File: src/rtl/uart_fl_pkg.sv
// Shared constants and helpers for the UART buffer and status block.
// Assumes: 8-bit characters, status bit positions fixed by the host view.
package uart_fl_pkg;

    typedef enum logic [1:0] {
        REG_DATA  = 2'd0,
        REG_FCTL  = 2'd1,
        REG_LSTAT = 2'd2,
        REG_NONE  = 2'd3
    } reg_sel_e;

    localparam int LS_DR   = 0;
    localparam int LS_OVR  = 1;
    localparam int LS_PAR  = 2;
    localparam int LS_FRM  = 3;
    localparam int LS_BRK  = 4;
    localparam int LS_THRE = 5;
    localparam int LS_TEMT = 6;
    localparam int LS_RXE  = 7;

    // Bits cleared by a status read and fed by per-character flags
    localparam logic [7:0] LS_STICKY = 8'h9E;

    localparam int FC_EN    = 0;
    localparam int FC_RXRST = 1;
    localparam int FC_TXRST = 2;

    // Mask keeping only the configured number of data bits
    function automatic logic [7:0] word_mask(input logic [1:0] wl);
        logic [7:0] m;
        case (wl)
            2'd0:    m = 8'h1F;
            2'd1:    m = 8'h3F;
            2'd2:    m = 8'h7F;
            default: m = 8'hFF;
        endcase
        return m;
    endfunction

    // Per-character flags laid out in status-register positions
    function automatic logic [7:0] pack_flags(input logic pe, input logic fe, input logic bk);
        return {(pe | fe | bk), 2'b00, bk, fe, pe, 2'b00};
    endfunction

endpackage

File: src/rtl/uart_fl_rxq.sv
// Receive queue: circular buffer of 16-bit slots {flags, data}.
// Capacity is DEPTH when fifo_en is set, 1 otherwise; the caller flushes
// whenever fifo_en changes. The head slot's flag byte is cleared on every
// edge it is the head, since the caller merges it into status that edge.
module uart_fl_rxq #(
    parameter int DEPTH = 16,
    parameter int PW    = $clog2(DEPTH),
    parameter int CW    = $clog2(DEPTH + 1)
) (
    input  logic          clk,
    input  logic          rst_n,
    input  logic          fifo_en,
    input  logic          flush,
    input  logic          push,
    input  logic [15:0]   push_word,
    input  logic          pop_req,
    output logic [15:0]   head_word,
    output logic [CW-1:0] count,
    output logic          overflow,
    output logic          popped
);

    logic [15:0]   mem [DEPTH];
    logic [PW-1:0] rd_ptr, wr_ptr, last_idx;
    logic [CW-1:0] cap;
    logic          full, accept;

    // Capacity and wrap index from the selected mode
    always_comb begin
        last_idx = fifo_en ? PW'(DEPTH - 1) : '0;
        cap      = fifo_en ? CW'(DEPTH) : CW'(1);
    end

    // Handshake decode for this cycle
    always_comb begin
        full     = (count == cap);
        popped   = pop_req && (count != '0) && !flush;
        accept   = push && !flush && (!full || popped);
        overflow = push && !flush && full && !popped;
    end

    assign head_word = mem[rd_ptr];

    function automatic logic [PW-1:0] step_ptr(input logic [PW-1:0] p, input logic [PW-1:0] last);
        return (p == last) ? '0 : p + 1'b1;
    endfunction

    // Pointer and occupancy update
    always_ff @(posedge clk) begin
        if (!rst_n || flush) begin
            rd_ptr <= '0;
            wr_ptr <= '0;
            count  <= '0;
        end else begin
            if (popped) rd_ptr <= step_ptr(rd_ptr, last_idx);
            if (accept) wr_ptr <= step_ptr(wr_ptr, last_idx);
            case ({accept, popped})
                2'b10:   count <= count + 1'b1;
                2'b01:   count <= count - 1'b1;
                default: count <= count;
            endcase
        end
    end

    // Slot storage: wipe head flags once merged, then store a new entry
    always_ff @(posedge clk) begin
        if (rst_n && !flush && (count != '0)) mem[rd_ptr][15:8] <= 8'h00;
        if (rst_n && accept) mem[wr_ptr] <= push_word;
    end


    rx_count_cap_chk: assert property (@(posedge clk) disable iff (!rst_n)
        count <= cap);


    rx_ovf_hold_chk: assert property (@(posedge clk) disable iff (!rst_n)
        overflow |=> (count == $past(count)));

endmodule

File: src/rtl/uart_fl_txq.sv
// Transmit queue: circular byte buffer feeding the external shifter.
// Capacity DEPTH or 1 as selected by fifo_en. A write to a full queue
// replaces the byte at the write pointer without moving the pointer.
module uart_fl_txq #(
    parameter int DEPTH = 16,
    parameter int PW    = $clog2(DEPTH),
    parameter int CW    = $clog2(DEPTH + 1)
) (
    input  logic          clk,
    input  logic          rst_n,
    input  logic          fifo_en,
    input  logic          flush,
    input  logic          wr,
    input  logic [7:0]    wr_data,
    input  logic          pop_req,
    output logic [7:0]    head_data,
    output logic [CW-1:0] count,
    output logic          popped
);

    logic [7:0]    mem [DEPTH];
    logic [PW-1:0] rd_ptr, wr_ptr, last_idx;
    logic [CW-1:0] cap;
    logic          full, advance, overwrite;

    // Capacity and wrap index from the selected mode
    always_comb begin
        last_idx = fifo_en ? PW'(DEPTH - 1) : '0;
        cap      = fifo_en ? CW'(DEPTH) : CW'(1);
    end

    // Handshake decode for this cycle
    always_comb begin
        full      = (count == cap);
        popped    = pop_req && (count != '0) && !flush;
        advance   = wr && !flush && (!full || popped);
        overwrite = wr && !flush && full && !popped;
    end

    assign head_data = mem[rd_ptr];

    function automatic logic [PW-1:0] step_ptr(input logic [PW-1:0] p, input logic [PW-1:0] last);
        return (p == last) ? '0 : p + 1'b1;
    endfunction

    // Pointer and occupancy update
    always_ff @(posedge clk) begin
        if (!rst_n || flush) begin
            rd_ptr <= '0;
            wr_ptr <= '0;
            count  <= '0;
        end else begin
            if (popped)  rd_ptr <= step_ptr(rd_ptr, last_idx);
            if (advance) wr_ptr <= step_ptr(wr_ptr, last_idx);
            case ({advance, popped})
                2'b10:   count <= count + 1'b1;
                2'b01:   count <= count - 1'b1;
                default: count <= count;
            endcase
        end
    end

    // Byte storage: every accepted or overwriting write lands at wr_ptr
    always_ff @(posedge clk) begin
        if (rst_n && wr && !flush) mem[wr_ptr] <= wr_data;
    end


    tx_fill_chk: assert property (@(posedge clk) disable iff (!rst_n)
        (wr && !flush) |=> (count != '0));


    tx_full_hold_chk: assert property (@(posedge clk) disable iff (!rst_n)
        overwrite |=> (count == $past(count)));

endmodule

File: src/rtl/uart_fl_lsr.sv
// Line status register. Holds data-ready, sticky receive errors and the
// two transmit-empty indications. Sticky bits clear on a status read;
// merges and overruns recorded on the same edge survive that clear.
module uart_fl_lsr
    import uart_fl_pkg::*;
(
    input  logic       clk,
    input  logic       rst_n,
    input  logic       stat_read,
    input  logic       rx_flush,
    input  logic       rx_push,
    input  logic       rx_popped,
    input  logic       rx_last,
    input  logic       rx_overflow,
    input  logic [7:0] head_flags,
    input  logic       tx_write,
    input  logic       tx_popped,
    input  logic       tx_last,
    input  logic       tx_empty,
    input  logic       tx_flush,
    input  logic       tx_idle,
    output logic [7:0] lsr
);

    logic       dr_q, thre_q, temt_q;
    logic [7:0] err_q, err_d;

    // Next sticky error set: clear on read, then merge new events
    always_comb begin
        err_d = stat_read ? 8'h00 : err_q;
        err_d = err_d | (head_flags & LS_STICKY);
        if (rx_overflow) begin
            err_d[LS_OVR] = 1'b1;
            err_d[LS_RXE] = 1'b1;
        end
    end

    // Sticky receive errors
    always_ff @(posedge clk) begin
        if (!rst_n) err_q <= 8'h00;
        else        err_q <= err_d;
    end

    // Data-ready tracking
    always_ff @(posedge clk) begin
        if (!rst_n || rx_flush)       dr_q <= 1'b0;
        else if (rx_push)             dr_q <= 1'b1;
        else if (rx_popped && rx_last) dr_q <= 1'b0;
    end

    // Holding-empty tracking
    always_ff @(posedge clk) begin
        if (!rst_n || tx_flush)         thre_q <= 1'b1;
        else if (tx_write)              thre_q <= 1'b0;
        else if (tx_popped && tx_last)  thre_q <= 1'b1;
    end

    // Transmitter-empty tracking
    always_ff @(posedge clk) begin
        if (!rst_n)                    temt_q <= 1'b1;
        else if (tx_write)             temt_q <= 1'b0;
        else if (tx_idle && tx_empty)  temt_q <= 1'b1;
    end

    assign lsr = {err_q[LS_RXE], temt_q, thre_q, err_q[LS_BRK:LS_OVR], dr_q};


    rx_flush_dr_chk: assert property (@(posedge clk) disable iff (!rst_n)
        rx_flush |=> !lsr[LS_DR]);


    tx_flush_thre_chk: assert property (@(posedge clk) disable iff (!rst_n)
        tx_flush |=> lsr[LS_THRE]);


    push_dr_chk: assert property (@(posedge clk) disable iff (!rst_n)
        (rx_push && !rx_flush) |=> lsr[LS_DR]);


    wr_clears_empty_chk: assert property (@(posedge clk) disable iff (!rst_n)
        tx_write |=> (!lsr[LS_THRE] && !lsr[LS_TEMT]));


    read_clears_sticky_chk: assert property (@(posedge clk) disable iff (!rst_n)
        (stat_read && (head_flags == 8'h00) && !rx_overflow) |=> ((lsr & LS_STICKY) == 8'h00));

endmodule

File: src/rtl/uart_fifo_lsr.sv
// Top of the UART buffer and status block. Decodes the register bus,
// owns the buffer-enable bit, flush generation, the receive idle counter
// and the read multiplexer. Assumes bus_wr and bus_rd are single-cycle
// strobes; read data is combinational in the strobe cycle, side effects
// apply on the following edge.
module uart_fifo_lsr
    import uart_fl_pkg::*;
#(
    parameter int DEPTH  = 16,
    parameter int IDLE_W = 8
) (
    input  logic              clk,
    input  logic              rst_n,
    input  logic              bus_wr,
    input  logic              bus_rd,
    input  logic [1:0]        bus_addr,
    input  logic [7:0]        bus_wdata,
    output logic [7:0]        bus_rdata,
    input  logic [1:0]        word_len,
    input  logic              rx_push,
    input  logic [7:0]        rx_data,
    input  logic              rx_perr,
    input  logic              rx_ferr,
    input  logic              rx_brk,
    input  logic              tx_pop,
    input  logic              tx_idle,
    output logic [7:0]        tx_data,
    output logic              tx_avail,
    output logic              fifo_mode,
    output logic [IDLE_W-1:0] rx_idle_cnt
);

    localparam int PW = $clog2(DEPTH);
    localparam int CW = $clog2(DEPTH + 1);

    reg_sel_e      sel;
    logic          wr_data, wr_fctl, rd_data, rd_stat, en_change;
    logic          rx_flush, tx_flush, fifo_en_q;
    logic [15:0]   push_word, rx_head;
    logic [CW-1:0] rx_count, tx_count;
    logic          rx_overflow, rx_popped, tx_popped;
    logic [7:0]    tx_head, head_flags, lsr;
    logic [IDLE_W-1:0] idle_q;

    // Register bus decode and flush requests
    always_comb begin
        sel       = reg_sel_e'(bus_addr);
        wr_data   = bus_wr && (sel == REG_DATA);
        wr_fctl   = bus_wr && (sel == REG_FCTL);
        rd_data   = bus_rd && (sel == REG_DATA);
        rd_stat   = bus_rd && (sel == REG_LSTAT);
        en_change = wr_fctl && (bus_wdata[FC_EN] != fifo_en_q);
        rx_flush  = wr_fctl && (bus_wdata[FC_RXRST] || en_change);
        tx_flush  = wr_fctl && (bus_wdata[FC_TXRST] || en_change);
    end

    // Buffer-enable bit
    always_ff @(posedge clk) begin
        if (!rst_n)       fifo_en_q <= 1'b0;
        else if (wr_fctl) fifo_en_q <= bus_wdata[FC_EN];
    end

    assign push_word  = {pack_flags(rx_perr, rx_ferr, rx_brk), rx_data & word_mask(word_len)};
    assign head_flags = (rx_count != '0) ? rx_head[15:8] : 8'h00;

    uart_fl_rxq #(.DEPTH(DEPTH), .PW(PW), .CW(CW)) u_rxq (
        .clk       (clk),
        .rst_n     (rst_n),
        .fifo_en   (fifo_en_q),
        .flush     (rx_flush),
        .push      (rx_push),
        .push_word (push_word),
        .pop_req   (rd_data),
        .head_word (rx_head),
        .count     (rx_count),
        .overflow  (rx_overflow),
        .popped    (rx_popped)
    );

    uart_fl_txq #(.DEPTH(DEPTH), .PW(PW), .CW(CW)) u_txq (
        .clk       (clk),
        .rst_n     (rst_n),
        .fifo_en   (fifo_en_q),
        .flush     (tx_flush),
        .wr        (wr_data),
        .wr_data   (bus_wdata),
        .pop_req   (tx_pop),
        .head_data (tx_head),
        .count     (tx_count),
        .popped    (tx_popped)
    );

    uart_fl_lsr u_lsr (
        .clk         (clk),
        .rst_n       (rst_n),
        .stat_read   (rd_stat),
        .rx_flush    (rx_flush),
        .rx_push     (rx_push),
        .rx_popped   (rx_popped),
        .rx_last     (rx_count == CW'(1)),
        .rx_overflow (rx_overflow),
        .head_flags  (head_flags),
        .tx_write    (wr_data),
        .tx_popped   (tx_popped),
        .tx_last     (tx_count == CW'(1)),
        .tx_empty    (tx_count == '0),
        .tx_flush    (tx_flush),
        .tx_idle     (tx_idle),
        .lsr         (lsr)
    );

    // Receive idle counter, saturating, cleared by receive activity
    always_ff @(posedge clk) begin
        if (!rst_n)                              idle_q <= '0;
        else if (rx_push || rd_data || rx_flush) idle_q <= '0;
        else if (lsr[LS_DR] && (idle_q != '1))   idle_q <= idle_q + 1'b1;
    end

    // Read data multiplexer
    always_comb begin
        case (sel)
            REG_DATA:  bus_rdata = (rx_count != '0) ? rx_head[7:0] : 8'h00;
            REG_LSTAT: bus_rdata = lsr;
            default:   bus_rdata = 8'h00;
        endcase
    end

    assign tx_avail    = (tx_count != '0);
    assign tx_data     = tx_avail ? tx_head : 8'h00;
    assign fifo_mode   = fifo_en_q;
    assign rx_idle_cnt = idle_q;


    idle_clear_chk: assert property (@(posedge clk) disable iff (!rst_n)
        (rx_push || rd_data || rx_flush) |=> (rx_idle_cnt == '0));


    mode_flush_chk: assert property (@(posedge clk) disable iff (!rst_n)
        en_change |=> (!tx_avail && (fifo_mode != $past(fifo_mode))));

endmodule

File: config.mk
export PLATFORM = sky130hd
export DESIGN_NAME = uart_fifo_lsr
export DESIGN_NICKNAME = d
export VERILOG_FILES = /design/src/rtl/uart_fl_pkg.sv /design/src/rtl/uart_fl_rxq.sv /design/src/rtl/uart_fl_txq.sv /design/src/rtl/uart_fl_lsr.sv /design/src/rtl/uart_fifo_lsr.sv
export SDC_FILE = /design/constraint.sdc
export NUM_CORES = 1
export LEC_CHECK = 0
export ABC_AREA = 1
export ABC_CLOCK_PERIOD_IN_PS = 4910
export CAP_MARGIN = 5
export CORE_MARGIN = 1.5
export CORE_UTILIZATION = 60
export DETAILED_ROUTE_END_ITERATION = 16
export DONT_BUFFER_PORTS = 1
export GPL_ROUTABILITY_DRIVEN = 0
export PLACE_DENSITY_LB_ADDON = 0.15
export SYNTH_ARGS = -nofsm -noshare
export SYNTH_HDL_FRONTEND = slang
export SYNTH_SLANG_ARGS = --single-unit
File: constraint.sdc
create_clock -name clk -period 4.91 [get_ports clk]
set_clock_uncertainty 0.05 [all_clocks]
set_input_delay 0.982 -clock clk [delete_from_list [all_inputs] [get_ports clk]]
set_output_delay 0.982 -clock clk [all_outputs]
set_load 0.05 [all_outputs]
Word-level counts from Yosys, hierarchy flattened
Memory sizes are Yosys's and may differ from the RTL's. A register that Yosys moved wholly into a read port is not among the register bits.
Index checks and enable logic that the tools add are counted.

storage, ports and cells
  bits in writable memories = 320
  output and inout bits = 26
  word-level logic and storage cells = 129
  memories = 2
  flip-flop bits (word level) = 46
  bits of input ports = 30

memory list
  name       depth  bits a word  rd ports  clocked after Yosys merged registers in  wr ports  RTL line           RTL
  u_rxq.mem  16     12           1         1                                        2         uart_fl_rxq.sv:23  logic [15:0] mem [DEPTH];
  u_txq.mem  16     8            1         1                                        1         uart_fl_txq.sv:21  logic [7:0] mem [DEPTH];

cells by class
  equality and inequality tests = 18
  mux-type cells = 32
  reduce and logical (&&, ||, !) cells = 51
  $add $sub $neg = 9
  bitwise logic cells = 5

operators by type and width
  kind                                                                number
  4-bit two-way mux                                                   9
  8-bit two-way mux                                                   4
  1-bit logical AND                                                   26
  8-bit case mux with 3 select lines                                  1
  5-bit case mux with 2 select lines                                  2
  4-bit by 1-bit adder with 4-bit output, second input constant       4
  4-bit == test                                                       4
  8-bit case mux with 2 select lines                                  1
  1-bit two-way mux                                                   14
  5-bit by 1-bit adder with 5-bit output, second input constant       2
  5-bit by 1-bit == test with 1-bit output, second input constant     2
  5-bit == test                                                       2
  2-bit nonzero test                                                  5
  5-bit nonzero test                                                  2
  5-bit by 1-bit subtractor with 5-bit output, second input constant  2
  8-bit by 1-bit adder with 8-bit output, second input constant       1
  8-bit bitwise AND                                                   1
  2-bit by 1-bit == test with 1-bit output, second input constant     4
  2-bit == test, second input constant                                4
  1-bit logical OR                                                    8
  8-bit inequality test, second input constant                        1
  8-bit OR                                                            1
  1-bit zero test                                                     6
  5-bit zero test                                                     1
  other kinds (6)                                                     8

Longest topological paths before layout
Gate-level depths: netlist of the first run.

  depth in word-level cells = 12
  mapped depth = 16
  depth with buffers taken out = 16

Cells and area by module
Synthesis of the first run repeated with hierarchy kept, for this count alone.

unflattened totals
  cells, all modules = 1,772
  area, all modules = 19,578.8 um2

by module, submodules not included
  module         seq. area each (um2)  instances  cells each  area an instance (um2)
  uart_fl_rxq    8,027.7               1          1,031       12,110.4
  uart_fl_txq    4,184.0               1          526         6,172.2
  uart_fifo_lsr  180.2                 1          172         975.9
  uart_fl_lsr    160.2                 1          43          320.3

Least setup slack after synthesis of the first run
No wires, ideal clock.

  kind = register to output
  from = register u_txq.count[0]
  to = output tx_data[0]
  setup slack = 1.771 ns
  stages on the path, launching flop included = 6
  path buffers = 0
  required time = 3.878 ns
  arrival = 2.107 ns
  path through = dfxtp_1 > inv_1 > ha_1 > nand3_1 > inv_1 > a21oi_1

between the ends
  cells in the longest elaborated chain, start to end = 2

ends and longest elaborated chain
  what                    RTL line              RTL
  from (decl)             uart_fl_txq.sv:17     output logic [CW-1:0] count,
  from (signal assigned)  uart_fl_txq.sv:56     2'b10: count <= count + 1'b1;
  from (signal assigned)  uart_fl_txq.sv:57     2'b01: count <= count - 1'b1;
  from (signal assigned)  uart_fl_txq.sv:58     default: count <= count;
  5-bit nonzero test      uart_fifo_lsr.sv:128  assign tx_avail = (tx_count != '0);
  net tx_avail            uart_fifo_lsr.sv:28   output logic tx_avail,
  8-bit two-way mux       uart_fifo_lsr.sv:129  assign tx_data = tx_avail ? tx_head : 8'h00;
  to (decl)               uart_fifo_lsr.sv:27   output logic [7:0] tx_data,

The timed path passes the listed nets, and every way through them passes these cells.

==> results by group, run 1 <==
Layout
  • ANT cells: 0
  • Nets: 1632
  • Commonest non-fill, non-tap cells in the layout: nand2_1, edfxtp_1, nor2_1
  • Share of post-route cells with drive strength above 1: 7.72%
  • Area delta synth->final: 8.86%
  • Post-layout util: 66.1%
  • Most common cell after layout, fill and taps aside: nand2_1
  • Non-Filler Instances: 1948
  • Design area: 17700 µm²

Global route
  • Initial antenna violation count: 0
  • Vias in the first global route: 10921
  • M2 GR Usage: 44.3%
  • Grt met1 use: 39.2%
  • GRT overflow: 0
  • GR Util All Layers: 27.7%
  • Top Usage Layer GRT: met2
  • Largest net degree at the start of global routing: 65
  • First-pass GRT wire length: 59400 µm
  • Met3 Use GR: 4.82%

Synth
  • Seq/Total Area, Yosys: 65.3%
  • Top cell type's share of synthesized area: 59.0%
  • Largest area contributor in the netlist: edfxtp_1
  • Synth Area per Inst: 10.2 µm²
  • Synth Cell Area: 16300 µm²
  • Synth Net Count: 1642
  • Cell count after synthesis: 1588
  • Top cells by area, synth: edfxtp_1, nand2_1, dfxtp_1
  • Yosys reg bits: 371
  • Synth async-reset ratio: 0%
  • Most used DFF post-synth: edfxtp_1
  • Post-synth cell types: 34
  • Number of synthesized flops with an enable pin: 320
  • YS warnings: 0

Detailed routing
  • Drt initial violations: 1408
  • # DRC: 0
  • Detailed Route WL: 38100 µm
  • Antenna viol nets, final: 0
  • Pre-antenna DRT Iters: 6
  • DR vias: 11405
  • Wire per inst: 19.6 µm
  • Vias per cell: 5.85

CTS
  • Hold bufs inserted after CTS: 0
  • Clock latency on the worst-skew pair: 520 ps
  • Clock Tree Buf Depth: 3
  • CTS tree: done
  • Clk slew on worst S/H paths: 60 ps
  • CTS Root Cell: clkbuf_16
  • CTS Buf Count: 38
  • Setup bufs post-CTS: 0
  • H-tree level count: 2
  • # resized after CTS: 0
  • Clk sinks: 371

Die
  • Die width: 168 µm
  • Initial core utilization: 60.7%
  • IO Count: 56
  • Area of the core: 26800 µm²
  • Die Area: 28100 µm²
  • Number of core rows: 60
  • Die Y: 168 µm

Power
  • Pwr/cell area: 410 nW/µm²
  • Peak VDD IR: 0.000313 V
  • Leakage power: 6.69 nW

Place
  • Placed insts: 1879
  • DPL Wire Length: 23900 µm
  • Area post-placement: 16600 µm²
  • Buffers on Ports: 0

STA
  • Final Setup Violations: 0
  • F_max: 0.243 GHz
  • Tightest Pin Transition: 1250 ps
  • Final Critical Period: 4110 ps
  • Period utilisation layout: 83.7%
  • Slew headroom: 16.4%
  • Final Slew Violations: 0
  • Post-route setup TNS: 0 ps
  • Unrepaired setup endpoints after global routing: no
  • Final Hold Violating Endpoints: 0

Job
  • Max Cap Viol: 0

Critical path
  • R2r startpoint: u_txq.count[0]
  • Crit Path Class: register to primary output
  • Worst EP required: 3880 ps
  • Crit. End Element: primary output
  • R2R Setup Slk: 1640 ps
  • CP startpoint kind: register
  • Critical path peak fanout: 63
  • CP Data Arrival Time: 3080 ps
  • R2R depth: 16
  • Worst R2R End: u_txq.count[4]

Worst hold path
  • Min-Delay Startpoint: u_lsr.err_q[3]
  • WHS Path Cells: 2
  • Hold Path End: u_lsr.err_q[3]
  • Worst Hold Class: register to register

Status
  • Outcome: completed
-- layer usage --
metal,up-vias,share of wire (%)
met5,-,0
met3,77,7.9
met2,467,47
li1,5393,-
met1,5468,43
met4,0,2.5
-- worst max-delay path by stage --
stage | start | to
global route | register | bus_rdata[7]
floorplan | u_txq.count[0] | tx_data[0]
CTS | register | bus_rdata[7]
detailed placement | register | bus_rdata[7]
global placement | register | bus_rdata[7]
finish | register | bus_rdata[7]
-- cell families (layout without fill, tap and decap cells) --
family / count (synthesis) / in the layout / synth area share, %
simple gates: 783 / 783 / 20.4
flops: 371 / 371 / 65.3
compound gates: 225 / 225 / 7.60
buf+inv: 174 / 193 / 4.21
fa+ha+maj: 24 / 24 / 1.84
xor+xnor: 11 / 11 / 0.638
-- cells in the mapped netlist (6+ instances only) --
master and count:
dfxtp_1 51, o211ai_1 25, buf_1 8, nand3_1 135, o31ai_1 17, buf_2 14
inv_1 98, or2_2 7, edfxtp_1 320, nand4_1 7, nor3_1 10, a21oi_1 83
clkbuf_1 46, nand2_1 348, nand2_2 13, o21ai_0 97, inv_2 6, ha_1 24
nor2_1 247
-- metrics by stage --
stage / hold slack (ps) / total power, W / worst slack, ps
after floorplan: 395 / 0.00433 / 1770
after global placement: 407 / 0.00461 / 1410
after detailed placement: 409 / 0.00462 / 1380
final: 416 / 0.00727 / 800
after global routing: 449 / 0.00749 / 581
after CTS: 418 / 0.00726 / 802
-- final cells by class --
type | instances | area [µm²]
Timing Repair Buffer | 20 | 150
Tap cell | 341 | 427
Sequential cell | 371 | 10600
Clock buffer | 45 | 987
Inverter | 104 | 390
Fill cell | 2026 | 9080
Multi-Input combinational cell | 1043 | 4970
Clock inverter | 24 | 161
-- state kept, by name, indices dropped and copies added (netlist names), named ones only --
| register | cells |
|---|---|
| rx_idle_cnt | 8 |
| u_txq.rd_ptr | 4 |
| u_rxq.wr_ptr | 4 |
| u_txq.mem | 128 |
| u_rxq.mem | 192 |
| fifo_mode | 1 |
| u_lsr.dr_q | 1 |
| u_txq.count | 5 |
| u_rxq.rd_ptr | 4 |
| u_lsr.temt_q | 1 |
| u_lsr.err_q | 5 |
| u_lsr.thre_q | 1 |
| u_txq.wr_ptr | 4 |
| u_rxq.count | 5 |
-- critical path, stage by stage, from the launching register on --
cell and delay [ps]:
dfxtp_4 770, buf_4 550, nor2_1 100, nor2_1 90, o21ai_0 100, nand3_1 120
nand3_1 100, nand2_1 190, nand2_1 70, nand2_1 420
-- where the power goes --
part	total, W	switching (W)	internal [W]	leakage [nW]
logic	0.00106	0.000788	0.000277	2.74
clock network	0.00269	0.00119	0.00150	0.578
registers	0.00351	0.0000435	0.00346	3.37
total	0.00727	0.00202	0.00524	6.69
Note: power is estimated with default switching activity, not from simulation.
==> run 2: changes to the inputs <==
ABC_AREA = 0   (was 1)
ABC_CLOCK_PERIOD_IN_PS = 3950   (was 4910)
clock period = 3.95 ns   (was 4.91 ns; I/O delays follow)
==> run 2 against run 1 <==
Effect of this change: cell count down 33%; clock power grew 29%; critical path depth is 6 lower; worst setup slack got worse by 590 ps; register-to-register slack lost 900 ps; wire length down 8.0%; combinational power down 4%; cell area is 3.0% lower; total power up 22%; critical path type unchanged; critical endpoint is now bus_rdata[3]; largest power group unchanged.
==> results by group, run 2 <==
Status
  • Outcome: completed

Die
  • Initial core utilization: 61.5% (+0.81 points)
  • Die Area: 27000 µm² (-4.2%)
  • IO Count: 56 (unchanged)
  • Die Y: 164 µm (-2.1%)
  • Die width: 164 µm (-2.1%)
  • Area of the core: 25300 µm² (-5.5%)
  • Number of core rows: 58 (-3.3%)

Place
  • Buffers on Ports: 0 (unchanged)
  • Placed insts: 1245 (-34%)
  • DPL Wire Length: 23300 µm (-2.6%)
  • Post-place setup slack: 732 ps (-652 ps)

Synth
  • Cell count after synthesis: 931 (-41%)
  • Synth Area per Inst: 16.7 µm² (+63%)
  • Largest family of logic cells by synthesized area: multiplexers
  • Post-synth cell types: 59 (+74%)
  • Yosys reg bits: 371 (unchanged)
  • Post-Synth Adder-Cell Area: 1.93% (+0.082 points)
  • Mux cell area share after synthesis: 14.4% (+14 points)
  • Seq/Total Area, Yosys: 68.2% (+2.9 points)
  • Synth async-reset ratio: 0% (unchanged)
  • Compound-Gate Fraction of Synth Area: 3.93% (-3.7 points)
  • Number of synthesized flops with an enable pin: 320 (unchanged)
  • Top cells by area, synth: edfxtp_1, mux4_2, dfxtp_1
  • Most frequent cell after synthesis: edfxtp_1
  • Most used DFF post-synth: edfxtp_1
  • Top post-synthesis cells by count: edfxtp_1, nor2_1, mux4_2
  • Synth Net Count: 985 (-40%)
  • Top cell type's share of synthesized area: 61.7% (+2.6 points)
  • XOR/XNOR Fraction of Synth Area: 1.24% (+0.60 points)
  • Synth Cell Area: 15600 µm² (-4.2%)
  • Largest area contributor in the netlist: edfxtp_1
  • YS warnings: 0 (unchanged)
  • Synth Area in Simple Gates: 8.16% (-12 points)

Critical path
  • CP max stage delay: 760 ps (about the same)
  • Critical path peak fanout: 33 (-48%)
  • Worst-path cell chain: mux4_2, mux4_2, a32o_1
  • WP buf/inv: 0 (-1)
  • Worst path slowest cell: dfxtp_4
  • Worst EP required: 3110 ps (-770 ps)
  • Crit Path Class: register to primary output
  • CP startpoint kind: register
  • Crit. End Element: primary output
  • Most used cell, CP: mux4_2
  • Cell family with most CP delay: multiplexers
  • CP Data Arrival Time: 2900 ps (-180 ps)

STA
  • Post-route setup TNS: 0 ps (unchanged)
  • Final Setup Violations: 0 (unchanged)
  • Final Hold Violating Endpoints: 0 (unchanged)
  • Period utilisation layout: 94.7%
  • Tightest Pin Transition: 999 ps (-253 ps)
  • Unrepaired setup endpoints after global routing: no
  • F_max: 0.267 GHz
  • Final Slew Violations: 0 (unchanged)
  • Final setup margin: 211 ps (-589 ps)
  • Slew headroom: 32.8% (+16 points)
  • Final Critical Period: 3740 ps

CTS
  • Hold bufs inserted after CTS: 0 (unchanged)
  • Clk sinks: 371 (unchanged)
  • Setup bufs post-CTS: 0 (unchanged)
  • CTS Buf Count: 38 (unchanged)
  • CTS Root Cell: clkbuf_16
  • Clk slew on worst S/H paths: 60 ps (about the same)
  • Clock latency on the worst-skew pair: 530 ps (about the same)
  • H-tree level count: 2 (unchanged)
  • CTS tree: done
  • Clock Tree Buf Depth: 3 (unchanged)
  • # resized after CTS: 0 (unchanged)

Layout
  • Fillers: 1635 (-19%)
  • Top reg by flops: u_rxq.mem
  • Post-layout util: 67.8% (+1.7 points)
  • Most common cell after layout, fill and taps aside: edfxtp_1
  • Max reg flops: 192 (unchanged)
  • Nets: 1009 (-38%)
  • Non-Filler Instances: 1313 (-33%)
  • Share of post-route cells with drive strength above 1: 19.7% (+12 points)
  • Area delta synth->final: 10.2%
  • Area of the multi-input gates: 4620 µm² (-7.0%)
  • Commonest non-fill, non-tap cells in the layout: edfxtp_1, nor2_1, mux4_2
  • Register area: 10600 µm² (unchanged)
  • ANT cells: 0 (unchanged)

Detailed routing
  • Pre-antenna DRT Iters: 8 (+2)
  • Antenna viol nets, final: 0 (unchanged)
  • Detailed Route WL: 35100 µm (-8.0%)
  • Vias per cell: 6.54 (+12%)
  • Wire per inst: 26.7 µm (+36%)
  • # DRC: 0 (unchanged)
  • Drt initial violations: 995 (-29%)
  • DR vias: 8586 (-25%)

Global route
  • Vias in the first global route: 8667 (-21%)
  • GRT overflow: 0 (unchanged)
  • GR Util All Layers: 27.0% (-0.76 points)
  • First-pass GRT wire length: 52500 µm (-12%)
  • Largest net degree at the start of global routing: 34 (-48%)
  • Initial antenna violation count: 0 (unchanged)

Power
  • Pwr/cell area: 514 nW/µm² (+25%)
  • Leakage power: 5.40 nW (-19%)
  • Peak VDD IR: 0.000411 V (+31%)
  • Final Power: 0.00883 W (+22%)

Worst hold path
  • Worst Hold Class: input pin to register

Job
  • Max Cap Viol: 0 (unchanged)
run 2: changes by cell type in the layout (fill, tap and decap cells not counted), moves of 11 or more:
cell	before	now
nand2_2	13	0
inv_1	98	19
and2_1	0	12
o21ai_0	97	8
o211ai_1	25	0
a21oi_1	83	16
nand2_1	348	37
o31ai_1	17	0
mux4_2	0	96
a32o_1	0	11
nor2_1	247	136
nand3_1	135	21
run 2: worst paths after layout:
kind | start | end | slack, ps | cells past startpoint
max reg2reg | u_txq.count[0] | u_txq.count[3] | 740 | 12
max | register | bus_rdata[3] | 210 | 3
min | rst_n | u_lsr.temt_q | 290 | 1
min reg2reg | u_lsr.err_q[7] | u_lsr.err_q[7] | 440 | 2
run 2: layer usage:
| metal | wire length [µm] | vias up | global-route usage (%) |
|---|---|---|---|
| met3 | 2970 | 75 | 5.91 |
| met1 | 13500 | 4359 | 35.6 |
| met4 | 1150 | 0 | 10.6 |
| met2 | 17500 | 447 | 44.0 |
| li1 | - | 3705 | - |
| met5 | 0 | - | 0 |
run 2: layout make-up:
cell class              instances  share of cell area [%]
well taps                     330                    2.40
repair buffers                 29                    1.34
multi-input cells             495                    26.9
clock inverters                16                   0.874
inverters                      20                   0.466
clock buffers                  52                    6.14
flip-flops and latches        371                    61.9
run 2: cell families (layout without fill, tap and decap cells):
| kind of cell | after synthesis | in the layout |
|---|---|---|
| DFF | 371 | 371 |
| and+or+nand+nor | 267 | 267 |
| muxes | 104 | 104 |
| AOI/OAI and AO/OA | 78 | 78 |
| buffers and inverters | 65 | 117 |
| adders and majority gates | 24 | 24 |
| xor gates and xnor gates | 22 | 22 |
run 2: metrics by stage:
stage,hold WS [ps],instance area (µm²)
2_1_floorplan,386,15600
3_3_place_gp,428,16000
3_5_place_dp,423,16000
4_1_cts,276,17200
5_1_grt,287,17200
6_report,290,17200
run 2: where the power goes:
part / switching [W] / internal [W] / leakage (nW)
sequential: 0.0000605 / 0.00430 / 3.31
combinational: 0.000647 / 0.000370 / 1.49
clock: 0.00145 / 0.00201 / 0.592
